==> config.mk <==
export PLATFORM = sky130hd
export DESIGN_NAME = jscan_msg_reg
export DESIGN_NICKNAME = d
export VERILOG_FILES = /design/src/rtl/jscan_pkg.sv /design/src/rtl/jscan_len_sel.sv /design/src/rtl/jscan_word_cell.sv /design/src/rtl/jscan_tdo_stage.sv /design/src/rtl/jscan_msg_reg.sv
export SDC_FILE = /design/constraint.sdc
export NUM_CORES = 1
export LEC_CHECK = 0
export BUFFER_PORTS_ARGS = -buffer_cell sky130_fd_sc_hd__buf_4
export CORE_ASPECT_RATIO = 1.2
export CORE_MARGIN = 2
export CORE_UTILIZATION = 40
export DETAILED_ROUTE_END_ITERATION = 6
export PLACE_DENSITY = 0.64
export SETUP_SLACK_MARGIN = 0.3
export SLEW_MARGIN = 10
export SYNTH_ARGS = -nofsm -noshare
export SYNTH_HDL_FRONTEND = slang
export SYNTH_HIERARCHICAL = 1
export SYNTH_SLANG_ARGS = --single-unit
==> constraint.sdc <==
create_clock -name tck -period 3.7 [get_ports tck]
set_input_delay 0.555 -clock tck [delete_from_list [all_inputs] [get_ports tck]]
set_output_delay 0.555 -clock tck [all_outputs]
set_load 0.05 [all_outputs]
==> src/rtl/jscan_pkg.sv <==
package jscan_pkg;
  typedef enum logic [1:0] {
    SCAN_IDLE = 2'd0,
    SCAN_RX   = 2'd1,
    SCAN_TX   = 2'd2
  } scan_mode_e;
endpackage

==> src/rtl/jscan_len_sel.sv <==
// Picks the length source for the instruction and clamps the word count.
module jscan_len_sel #(
  parameter int LEN_W     = 5,
  parameter int MAX_WORDS = 8,
  parameter int CNT_W     = $clog2(MAX_WORDS + 1)
) (
  input  logic             use_tx,
  input  logic [LEN_W-1:0] rx_len,
  input  logic [LEN_W-1:0] tx_len,
  output logic [CNT_W-1:0] words
);
  logic [LEN_W-1:0] n_sel;

  assign n_sel = use_tx ? tx_len : rx_len;

  always_comb begin
    if (32'(n_sel) >= 32'(MAX_WORDS - 1)) words = CNT_W'(MAX_WORDS);
    else                                  words = CNT_W'(n_sel) + CNT_W'(1);
  end
endmodule

==> src/rtl/jscan_word_cell.sv <==
// One 16-bit slice of the chain, plus the receive word it updates.
module jscan_word_cell #(
  parameter int WORD_W = 16
) (
  input  logic              tck,
  input  logic              trst_n,
  input  logic              active,
  input  logic              cap_en,
  input  logic              shift_en,
  input  logic              upd_en,
  input  logic [WORD_W-1:0] load_val,
  input  logic              top_bit,
  output logic              lsb,
  output logic [WORD_W-1:0] rx_word
);
  logic [WORD_W-1:0] sr;

  always_ff @(posedge tck or negedge trst_n) begin
    if (!trst_n) begin
      sr <= '0;
    end else if (active) begin
      if (cap_en)        sr <= load_val;
      else if (shift_en) sr <= {top_bit, sr[WORD_W-1:1]};
    end
  end

  always_ff @(posedge tck or negedge trst_n) begin
    if (!trst_n)                rx_word <= '0;
    else if (upd_en && active)  rx_word <= sr;
  end

  assign lsb = sr[0];

  AST_RX_WORD_KEEP: assert property (@(posedge tck) disable iff (!trst_n)
    !(upd_en && active) |=> $stable(rx_word));
endmodule

==> src/rtl/jscan_tdo_stage.sv <==
// Retimes the fixed chain end onto the falling TCK edge.
module jscan_tdo_stage (
  input  logic tck,
  input  logic trst_n,
  input  logic d,
  output logic q
);
  always_ff @(negedge tck or negedge trst_n) begin
    if (!trst_n) q <= 1'b0;
    else         q <= d;
  end

  AST_TDO_FALL: assert property (@(posedge tck) disable iff (!trst_n)
    q == d);
endmodule

==> src/rtl/jscan_msg_reg.sv <==
module jscan_msg_reg #(
  parameter int WORD_W    = 16,
  parameter int MAX_WORDS = 8,
  parameter int LEN_W     = 5,
  localparam int BUF_W    = WORD_W * MAX_WORDS,
  localparam int CNT_W    = $clog2(MAX_WORDS + 1)
) (
  input  logic             tck,
  input  logic             trst_n,
  input  logic             tdi,
  input  logic             capture_dr,
  input  logic             shift_dr,
  input  logic             update_dr,
  input  logic             sel_rx,
  input  logic             sel_tx,
  input  logic [LEN_W-1:0] rx_len,
  input  logic [LEN_W-1:0] tx_len,
  input  logic [BUF_W-1:0] tx_buf,
  output logic [BUF_W-1:0] rx_buf,
  output logic             tdo
);
  import jscan_pkg::*;

  scan_mode_e       mode, mode_nx;
  logic [CNT_W-1:0] act_words, cap_words;
  logic [MAX_WORDS:0] link;
  logic             cap_en, shift_en, upd_en;

  jscan_len_sel #(.LEN_W(LEN_W), .MAX_WORDS(MAX_WORDS), .CNT_W(CNT_W)) u_len (
    .use_tx (sel_tx),
    .rx_len (rx_len),
    .tx_len (tx_len),
    .words  (cap_words)
  );

  always_comb begin
    if (sel_tx)      mode_nx = SCAN_TX;
    else if (sel_rx) mode_nx = SCAN_RX;
    else             mode_nx = SCAN_IDLE;
  end

  always_ff @(posedge tck or negedge trst_n) begin
    if (!trst_n) begin
      mode      <= SCAN_IDLE;
      act_words <= CNT_W'(1);
    end else if (capture_dr) begin
      mode      <= mode_nx;
      act_words <= cap_words;
    end
  end

  assign cap_en   = capture_dr && (mode_nx != SCAN_IDLE);
  assign shift_en = shift_dr && !capture_dr && (mode != SCAN_IDLE);
  assign upd_en   = update_dr && (mode == SCAN_RX);
  assign link[MAX_WORDS] = tdi;

  for (genvar k = 0; k < MAX_WORDS; k++) begin : g_word
    logic              active, top_bit;
    logic [WORD_W-1:0] load_val;

    assign active   = capture_dr ? (CNT_W'(k) < cap_words) : (CNT_W'(k) < act_words);
    assign top_bit  = (CNT_W'(k + 1) == act_words) ? tdi : link[k+1];
    assign load_val = (mode_nx == SCAN_TX) ? tx_buf[k*WORD_W +: WORD_W] : '0;

    jscan_word_cell #(.WORD_W(WORD_W)) u_cell (
      .tck      (tck),
      .trst_n   (trst_n),
      .active   (active),
      .cap_en   (cap_en),
      .shift_en (shift_en),
      .upd_en   (upd_en),
      .load_val (load_val),
      .top_bit  (top_bit),
      .lsb      (link[k]),
      .rx_word  (rx_buf[k*WORD_W +: WORD_W])
    );
  end

  jscan_tdo_stage u_tdo (
    .tck    (tck),
    .trst_n (trst_n),
    .d      (link[0]),
    .q      (tdo)
  );

  AST_LEN_RANGE: assert property (@(posedge tck) disable iff (!trst_n)
    (act_words >= CNT_W'(1)) && (act_words <= CNT_W'(MAX_WORDS)));
  AST_LEN_HOLD: assert property (@(posedge tck) disable iff (!trst_n)
    !capture_dr |=> $stable(act_words));
  AST_TX_NO_WRITE: assert property (@(posedge tck) disable iff (!trst_n)
    (update_dr && mode == SCAN_TX) |=> $stable(rx_buf));
endmodule

==> results.txt <==
clock root buffer = clkbuf_16
DP Wirelength = 23100 µm
post-synthesis adder-cell area fraction = 0.0966%
register area share after synthesis = 50.8%
Max-Cap Viols = 0
Syn Area/Cell = 11.7 µm²
FFs w/ async S/R, synth = 100%
Global Route met2 Usage = 33.3%
Clock Latency Late Sink = 0.54 ns
total gr overflow = 0
vias per cell = 5.57
total die area = 33900 µm²
CP required = 3.14 ns
measured slew at the worst slew-check pin = 0.718 ns
global-route usage over all layers = 19.9%
final layout net count = 1497
via count = 9891
core footprint = 32100 µm²
RSZ-0062 raised after global routing = true
Yosys Warn Count = 6
largest net degree at the start of global routing = 122
Post-Synth Simple-Gate Area = 11.7%
clk buf depth = 3
Startpoint Class = register
critical path class = register to output port
CP top delay family = flip-flops
R2R cell count = 0
CTS buffer count = 28
gr busiest metal = met2
crit-path max FO = 1
placed cell areas = 15100 µm²
die height = 201 µm
H-tree depth = 1
worst stage delay on the critical path = 0.41 ns
outcome = finished clean
setup TNS = 0 ns
CP Cell Sequence = buf_6
clock-pin slew on the worst setup and hold paths = 0.07 ns
FF+latch count, synth = 263
Post-synth EDFFs = 0
post-synthesis compound-gate area fraction = 17.4%
first-pass GRT wire length = 55100 µm
# IOs = 275
xor and xnor fraction of the mapped netlist area = 0%
HP Class = input port to register
relative slew slack = 52.2%
WL/cell = 19.3 µm
Cell Pwr Density = 842 nW/µm²
final wirelength = 34300 µm
largest family of logic cells by synthesized area = compound AO/OA/AOI/OAI gates
Worst setup EP type = output port
CTS tree = yes
Setup Skew = 0.0126 ns
hold depth = 3
Syn Nets = 1256
# setup viols final = 0
Sink Count = 263
vias in the first global route = 10143
most frequent cells in the layout = buf_4, dfrtp_1, o22ai_1, a21oi_1, and2_1
Buffers & Inverters on Critical Path = 1
mux share of post-synthesis cell area = 14.8%
share of cells above drive strength 1 = 37.9%
Leakage Power = 7.27 nW
WP depth = 1
Initial Util = 40.4%
GR Util met3 = 3.82%
Max VDD drop = 0.599 mV
input/output buffers = 274
initial antenna violation count = 1
Post-DRT Antenna Nets = 0
mapped cell area = 13000 µm²
overall die width = 168 µm
post-route cell area = 16100 µm²
Distinct cells, synth = 42
drt pass-1 iters = 7
GRT met1 Usage = 26.5%
Final Max Tran Viols = 0
Worst Path Arrival = 2.96 ns
Post-route DRC = 0
1st-iter DRT viols = 661
Fin. Hold Viols = 0
Synth-to-Final Area Change = 24.0%
crit path max-delay cell type = dfrtn_1
commonest non-fill, non-tap cell in the layout = buf_4
Rows = 72
Synth Flop Type = dfrtp_1
synthesized instance count = 1109
routability cong. = 0.823
==> per-stage QoR <==
step / hold slack (ns) / cells / total power (W) / utilization (%) / setup WS (ns)
after global placement: 0.493 / 1726 / 0.0107 / 47.2 / 0.232
after floorplan: 0.259 / 1109 / 0.00887 / - / 0.644
after global routing: 0.285 / 1777 / 0.0142 / 50.1 / 0.160
after CTS: 0.239 / 1776 / 0.0137 / 50.1 / 0.160
after detailed placement: 0.494 / 1726 / 0.0108 / 47.2 / 0.138
final: 0.267 / 1777 / 0.0135 / 50.1 / 0.183
==> kinds of logic after synthesis <==
logic type                 after synthesis
AOI/OAI and AO/OA                      385
adders and majority gates                1
buffers and inverters                   96
DFF                                    263
muxes                                  143
and+or+nand+nor                        221
==> final timing paths <==
kind                                                    startpoint                                  endpoint  slack, ns
setup / recovery                                 u_tdo/q$_DFF_NN0_                                       tdo       0.18
hold / removal                                              sel_rx                       mode[0]$_DFFE_PN0P_       0.27
setup reg to reg                g_word[0].u_cell/sr[0]$_DFFE_PN0P_                         u_tdo/q$_DFF_NN0_       1.27
hold reg to reg            g_word[2].u_cell/rx_word[3]$_DFFE_PN0P_   g_word[2].u_cell/rx_word[3]$_DFFE_PN0P_       0.51
max in group asynchronous                                   trst_n                         u_tdo/q$_DFF_NN0_       1.09
min in group asynchronous                                   trst_n  g_word[7].u_cell/rx_word[15]$_DFFE_PN0P_       0.51
==> final cells by class <==
type | instances | area [µm²]
sequential | 263 | 6580
timing repair buffer | 296 | 2270
inverter | 11 | 41.3
clock inverter | 11 | 121
clock buffer | 38 | 810
multi-input combinational | 750 | 5730
antenna | 1 | 2.50
tap | 407 | 509
fill | 2922 | 16000
==> cell usage after synthesis, types with 3 or more instances <==
library cell / instances / area (µm²)
a21oi_1: 132 / 661
buf_2: 10 / 50.1
clkbuf_1: 21 / 78.8
buf_6: 27 / 304
nor3_1: 9 / 45.0
nand2_1: 10 / 37.5
mux2_1: 5 / 56.3
dfrtp_1: 261 / 6530
mux2_4: 82 / 1230
o21ai_0: 12 / 60.1
or2_2: 8 / 50.1
nor2_1: 15 / 56.3
mux2_2: 56 / 631
inv_1: 11 / 41.3
nor3b_1: 3 / 22.5
o22ai_1: 233 / 1460
nand3b_1: 10 / 75.1
nand2_4: 16 / 180
nor4bb_1: 8 / 80.1
and2_1: 128 / 801
buf_4: 27 / 203
==> layer usage <==
layer,wire (µm),vias to the layer above
li1,-,4644
met3,2020,42
met2,17000,276
met1,14600,4929
met4,711,0
met5,0,-
==> state kept, by name, summed over array words and instances (netlist names) <==
register / flops
act_words: 4
g_word.u_cell/sr: 128
mode: 2
g_word.u_cell/rx_word: 128
u_tdo/q: 1
==> report_power, final <==
group | switching [W] | total [W] | internal (W)
sequential | 0.000856 | 0.00478 | 0.00393
clock | 0.00116 | 0.00282 | 0.00167
combinational | 0.00368 | 0.00593 | 0.00225
==> tightest hold or removal path: cells and delay by family <==
family / cells / cell delay [ns]
buffers and inverters: 1 / 0.09
AOI/OAI and AO/OA: 1 / 0.07
and+or+nand+nor: 1 / 0.06
==> timing repair <==
item	in CTS	in global routing
hold buffers	1	0
setup endpoints to repair	1	1
buffers inserted	0	0
resized for setup	1	0
hold endpoints to repair	45	0
No activity file was read; power rests on OpenSTA's default activity.
